<file path="src/rtl/scsiRstPkg.sv">
package scsiRstPkg;

  // Strobes from control to datapath
  typedef struct packed {
    logic loadCnt;  // start a new pulse count
    logic decCnt;   // count one cycle of the pulse
  } cntStrobe_t;

  // Index of each cleared module in subRst
  localparam int SUB_DMA      = 0;
  localparam int SUB_BUSSEL   = 1;
  localparam int SUB_CMDSEQ   = 2;
  localparam int SUB_DISC     = 3;
  localparam int SUB_INIT     = 4;
  localparam int SUB_TARG     = 5;
  localparam int NUM_SUB      = 6;

endpackage

</file>
<file path="src/rtl/scsiRstDp.sv">
module scsiRstDp
  import scsiRstPkg::*;
#(
  parameter int PULSE_CYCLES = 3125,
  parameter int CW = $clog2(PULSE_CYCLES + 1)
) (
  input  logic       clk,
  input  logic       rstN,
  input  logic       scsiRstN,
  input  cntStrobe_t stb,
  output logic       busRstSync,
  output logic       busRstHold,
  output logic       cntZero
);

  logic          syncA;
  logic          syncB;
  logic          holdQ;
  logic [CW-1:0] cnt;

  // Two-flop synchroniser; stored as active-high "bus in reset"
  always_ff @(posedge clk or negedge rstN) begin
    if (!rstN) begin
      syncA <= 1'b0;
      syncB <= 1'b0;
      holdQ <= 1'b0;
    end else begin
      syncA <= ~scsiRstN;
      syncB <= syncA;
      holdQ <= syncB;
    end
  end

  // Pulse length counter
  always_ff @(posedge clk or negedge rstN) begin
    if (!rstN) begin
      cnt <= '0;
    end else if (stb.loadCnt) begin
      cnt <= CW'(PULSE_CYCLES - 1);
    end else if (stb.decCnt && cnt != '0) begin
      cnt <= cnt - 1'b1;
    end
  end

  assign busRstSync = syncB;
  assign busRstHold = holdQ;
  assign cntZero    = (cnt == '0);

endmodule

</file>
<file path="src/rtl/scsiRstCtrl.sv">
module scsiRstCtrl
  import scsiRstPkg::*;
(
  input  logic       clk,
  input  logic       rstN,
  input  logic       busRstSync,
  input  logic       busRstHold,
  input  logic       cntZero,
  input  logic       cmdResetBus,
  input  logic       cfgIntDisable,
  input  logic       intClr,
  output cntStrobe_t stb,
  output logic       rstDriveEn,
  output logic       softRst,
  output logic       intReq
);

  logic driveQ;
  logic softQ;
  logic intQ;
  logic cmdAccept;
  logic trigger;
  logic episodeStart;

  // A command is taken only when no pulse is running
  assign cmdAccept    = cmdResetBus & ~driveQ;
  assign trigger      = busRstSync | driveQ | cmdAccept;
  assign episodeStart = trigger & ~softQ;

  always_comb begin
    stb.loadCnt = cmdAccept;
    stb.decCnt  = driveQ;
  end

  always_ff @(posedge clk or negedge rstN) begin
    if (!rstN) begin
      driveQ <= 1'b0;
    end else if (cmdAccept) begin
      driveQ <= 1'b1;
    end else if (driveQ && cntZero) begin
      driveQ <= 1'b0;
    end
  end

  // Soft reset is held while triggered, plus one clock of bus tail
  always_ff @(posedge clk or negedge rstN) begin
    if (!rstN) softQ <= 1'b0;
    else       softQ <= trigger | busRstHold;
  end

  // Clear wins only when the bus reset is gone
  always_ff @(posedge clk or negedge rstN) begin
    if (!rstN) begin
      intQ <= 1'b0;
    end else if (intClr) begin
      intQ <= busRstSync & ~cfgIntDisable;
    end else if (episodeStart && !cfgIntDisable) begin
      intQ <= 1'b1;
    end
  end

  assign rstDriveEn = driveQ;
  assign softRst    = softQ;
  assign intReq     = intQ;

endmodule

</file>
<file path="src/rtl/scsiBusReset.sv">
module scsiBusReset
  import scsiRstPkg::*;
#(
  parameter int CLK_HZ   = 125_000_000,
  parameter int PULSE_US = 25
) (
  input  logic               clk,
  input  logic               rstN,
  input  logic               scsiRstN,
  input  logic               cmdResetBus,
  input  logic               cfgIntDisable,
  input  logic               intClr,
  output logic               rstDriveEn,
  output logic               intReq,
  output logic [NUM_SUB-1:0] subRst,
  output logic               seqClr,
  output logic               fifoFlush,
  output logic               sigRelease,
  output logic               linkDisc
);

  localparam int PULSE_CYCLES = (CLK_HZ / 1_000_000) * PULSE_US;
  localparam int CW           = $clog2(PULSE_CYCLES + 1);

  cntStrobe_t stb;
  logic       busRstSync;
  logic       busRstHold;
  logic       cntZero;
  logic       softRst;

  scsiRstDp #(
    .PULSE_CYCLES (PULSE_CYCLES),
    .CW           (CW)
  ) u_dp (
    .clk        (clk),
    .rstN       (rstN),
    .scsiRstN   (scsiRstN),
    .stb        (stb),
    .busRstSync (busRstSync),
    .busRstHold (busRstHold),
    .cntZero    (cntZero)
  );

  scsiRstCtrl u_ctrl (
    .clk           (clk),
    .rstN          (rstN),
    .busRstSync    (busRstSync),
    .busRstHold    (busRstHold),
    .cntZero       (cntZero),
    .cmdResetBus   (cmdResetBus),
    .cfgIntDisable (cfgIntDisable),
    .intClr        (intClr),
    .stb           (stb),
    .rstDriveEn    (rstDriveEn),
    .softRst       (softRst),
    .intReq        (intReq)
  );

  for (genvar g = 0; g < NUM_SUB; g++) begin : gSub
    assign subRst[g] = softRst;
  end

  assign seqClr     = softRst;
  assign fifoFlush  = softRst;
  assign sigRelease = softRst;
  assign linkDisc   = softRst;

endmodule

</file>
<file path="config.mk">
export PLATFORM = sky130hd
export DESIGN_NAME = scsiBusReset
export DESIGN_NICKNAME = d
export VERILOG_FILES = /design/src/rtl/scsiRstPkg.sv /design/src/rtl/scsiRstDp.sv /design/src/rtl/scsiRstCtrl.sv /design/src/rtl/scsiBusReset.sv
export SDC_FILE = /design/constraint.sdc
export NUM_CORES = 1
export LEC_CHECK = 0
export BUFFER_PORTS_ARGS = -buffer_cell sky130_fd_sc_hd__buf_4
export CORE_MARGIN = 5
export CORE_UTILIZATION = 51
export CTS_BUF_LIST = sky130_fd_sc_hd__clkbuf_8
export CTS_CLUSTER_DIAMETER = 80
export DETAILED_ROUTE_END_ITERATION = 12
export GPL_TIMING_DRIVEN = 0
export PLACE_DENSITY = 0.8
export SETUP_SLACK_MARGIN = 0.2
export SLEW_MARGIN = 10
export SYNTH_ARGS = -nofsm -noshare
export SYNTH_HDL_FRONTEND = slang
export SYNTH_SLANG_ARGS = --single-unit
</file>
<file path="constraint.sdc">
create_clock -name clk -period 1.9 [get_ports clk]
set_input_delay 0.19 -clock clk [delete_from_list [all_inputs] [get_ports clk]]
set_output_delay 0.19 -clock clk [all_outputs]
set_load 0.01 [all_outputs]
</file>
==> reports/metrics.csv <==
metric;value;unit
cellLeakagePower;0.592;nW
hold_viol;0;
min_period;1.86;ns
io_pins;18;
worst_slew_pin_slew;0.346;ns
netlist_area;966;um2
r2r-end;u_dp.cnt[0];
dp_hpwl;1.34;mm
synth_warnings;0;
yosysSeqAreaShare;46.6;%
power_frac_comb;40.4;%
setup_viol;0;
drc;0;
holdWs;0.0630;ns
ff2ff_path_depth;5;
ir_drop;1.01;mV
syn_inst;92;
drt_iter0_drc;19;
grt_pass1_vias;834;
synthFlopType;dfrtp_1;
power_density;1160;mW/mm2
ys_seq_elements;18;
worstHoldStart;scsiRstN;
syn-mean-instance-area;10.5;um2
setup.worst_path.end_class;register;
finalWirelength;2.34;mm
post-route-period-util;97.7;%
status;complete, no violations;
layout.nets;135;
reg2reg_from;u_dp.cnt[5];
wl_per_cell;15.5;um
async_flop_share;100;%
synth_edf_count;0;
numCtsBuffers;3;
placed_area;0.00113;mm2
io_buffers;17;
gp_congestion;0.777;
ant_nets;0;
crit_fanout;5;
timing.slew.headroom;76.9;%
cts_root_buffer;clkbuf_8;
power_frac_clock;20.0;%
cts_tree;done;
diodes;0;
clockBufferDepth;2;
htreeDepth;1;
fmax;539;MHz
whs_path_depth;2;
vias;792;
fin_skew;0.00134;ns
drive_gt1_share;50.0;%
whs_endpoint;u_dp.syncA;
vias_per_cell;5.25;
crit_path_start_kind;register;
die_area;0.00286;mm2
finalMaxSlewViolations;0;
power;0.00159;W
drv_cap;0;
clk_latency;0.26;ns
power_frac_seq;39.6;%
start_util;54.8;%
worstPathArrival;2.00;ns
syn_to_final_growth;42.0;%
coreArea;0.00176;mm2
design_area;0.00137;mm2
clkTransAtPathRegs;0.07;ns
rows;15;
grt_use_total;19.1;%
required;2.04;ns
rsz0062_at_grt;true;
firstDrtPassIters;4;
synth_nets;100;
crit_type;register to register;
switchingPower;0.000568;W
ys_types;34;
grt_first_pass_wirelength;3.84;mm
internal_power;0.00102;W
grt-ovfl-total;0;
die_x;53.5;um
die_h;53.5;um
antenna_found_initial;0;
hold_class;input port to register;
cts_num_sinks;18;
reg2reg_slack;0.04;ns
grt_max_degree;19;
netSwitchingFraction;35.8;%
==> cell families (layout without fill, tap and decap cells) <==
kind of cell	count (synthesis)	count (layout)	share of synthesized area, %
adder cells (fa/ha/maj)	2	2	2.59
AO/OA/AOI/OAI	18	18	15.7
flip-flops	18	18	46.6
AND/OR/NAND/NOR	35	35	21.0
multiplexers	3	3	3.11
buffers and inverters	15	49	10.1
XOR/XNOR	1	1	0.907
==> final cells by class <==
cell class                      count  area [um2]
Fill cell                         117         393
Multi-Input combinational cell     59         488
Clock buffer                        4        55.1
Timing Repair Buffer               30         248
Tap cell                           25        31.3
Inverter                            5        18.8
Sequential cell                    18         452
Buffer                             10        78.8
==> power by group through the flow <==
| stage | Combinational (W) | Sequential (W) | Clock, W |
|---|---|---|---|
| floorplan | 0.000291 | 0.000598 | 0 |
| global placement | 0.000343 | 0.000622 | 0 |
| finish | 0.000643 | 0.000629 | 0.000317 |
| global route | 0.000703 | 0.000646 | 0.000333 |
| detailed placement | 0.000355 | 0.000629 | 0 |
| CTS | 0.000558 | 0.000602 | 0.000319 |
==> worst max-delay path: stages, from the launching register on <==
cell	delay, ns
dfrtp_1	0.38
or4_4	0.53
buf_6	0.14
or3_4	0.42
o31ai_4	0.19
o21ai_1	0.08
==> state kept, by name, indices dropped and copies added, names as in the netlist <==
register,flops
u_ctrl.intReq,1
u_dp.cnt,12
u_ctrl.softRst,1
u_dp.busRstHold,1
u_dp.busRstSync,1
u_ctrl.rstDriveEn,1
u_dp.syncA,1
==> synth_stat cells (all sizes together), types with 2 or more instances <==
| master | instances | area share [%] |
|---|---|---|
| o31ai | 4 | 6.0 |
| nor2 | 7 | 2.7 |
| or3b | 2 | 1.8 |
| o21ai | 3 | 1.6 |
| mux2i | 3 | 3.1 |
| dfrtp | 18 | 47 |
| nand2 | 8 | 3.1 |
| o22ai | 2 | 1.3 |
| or3 | 2 | 1.8 |
| inv | 5 | 1.9 |
| buf | 10 | 8.2 |
| a21oi | 3 | 1.6 |
| nand2b | 2 | 1.3 |
| nor3 | 2 | 1.0 |
| nor4 | 3 | 1.9 |
| or2 | 3 | 1.9 |
| ha | 2 | 2.6 |
==> stage by stage <==
stage                     util, %  setup WS (ns)  instances  setup TNS [ns]
final                        77.7         0.0441        151               0
after global routing         77.7        -0.0236        151         -0.0580
after CTS                    75.2         0.0151        150               0
after detailed placement     64.3         -0.156        134          -0.247
after global placement       64.3        -0.0836        134         -0.0963
after floorplan                 -         0.0653         92               0
==> per-layer routing <==
layer  GRT usage (%)  vias to the layer above  share of wire [%]
met4            7.66                        0                1.6
met2            32.9                       14                 54
met1            22.9                      385                 40
met5               0                        -                  0
met3            4.23                        4                4.3
li1                -                      389                  -
==> cell usage in the layout (no fill, tap or decap), types with 2 or more instances in the layout <==
| master | n |
|---|---|
| nand2_1 | 8 |
| buf_4 | 35 |
| nor3_1 | 2 |
| buf_6 | 3 |
| or2_2 | 3 |
| o21ai_0 | 2 |
| nand2b_1 | 2 |
| inv_2 | 2 |
| dfrtp_1 | 17 |
| nor2_1 | 7 |
| clkbuf_8 | 4 |
| inv_1 | 3 |
| mux2i_1 | 3 |
| a21oi_1 | 2 |
| o31ai_1 | 2 |
| nor4_4 | 2 |
| o31ai_4 | 2 |
==> how the worst max path moves through the flow <==
stage,start,endpoint,slack [ns]
floorplan,u_dp.cnt[0],u_dp.cnt[1],0.07
global placement,u_dp.cnt[0],u_dp.cnt[6],-0.08
detailed placement,u_dp.cnt[0],u_dp.cnt[6],-0.16
CTS,u_dp.cnt[7],u_dp.cnt[1],0.02
global route,u_dp.cnt[5],u_dp.cnt[0],-0.02
finish,u_dp.cnt[5],u_dp.cnt[0],0.04
==> what timing repair did <==
item | in CTS | in global routing
cloned | 0 | 0
hold endpoints to repair | 18 | 0
setup endpoints to repair | 13 | 13
setup buffers | 11 | 1
pin swaps | 7 | 2
hold buffers | 1 | 0
resized for setup | 5 | 11
Note: power is estimated with default switching activity, not from simulation.
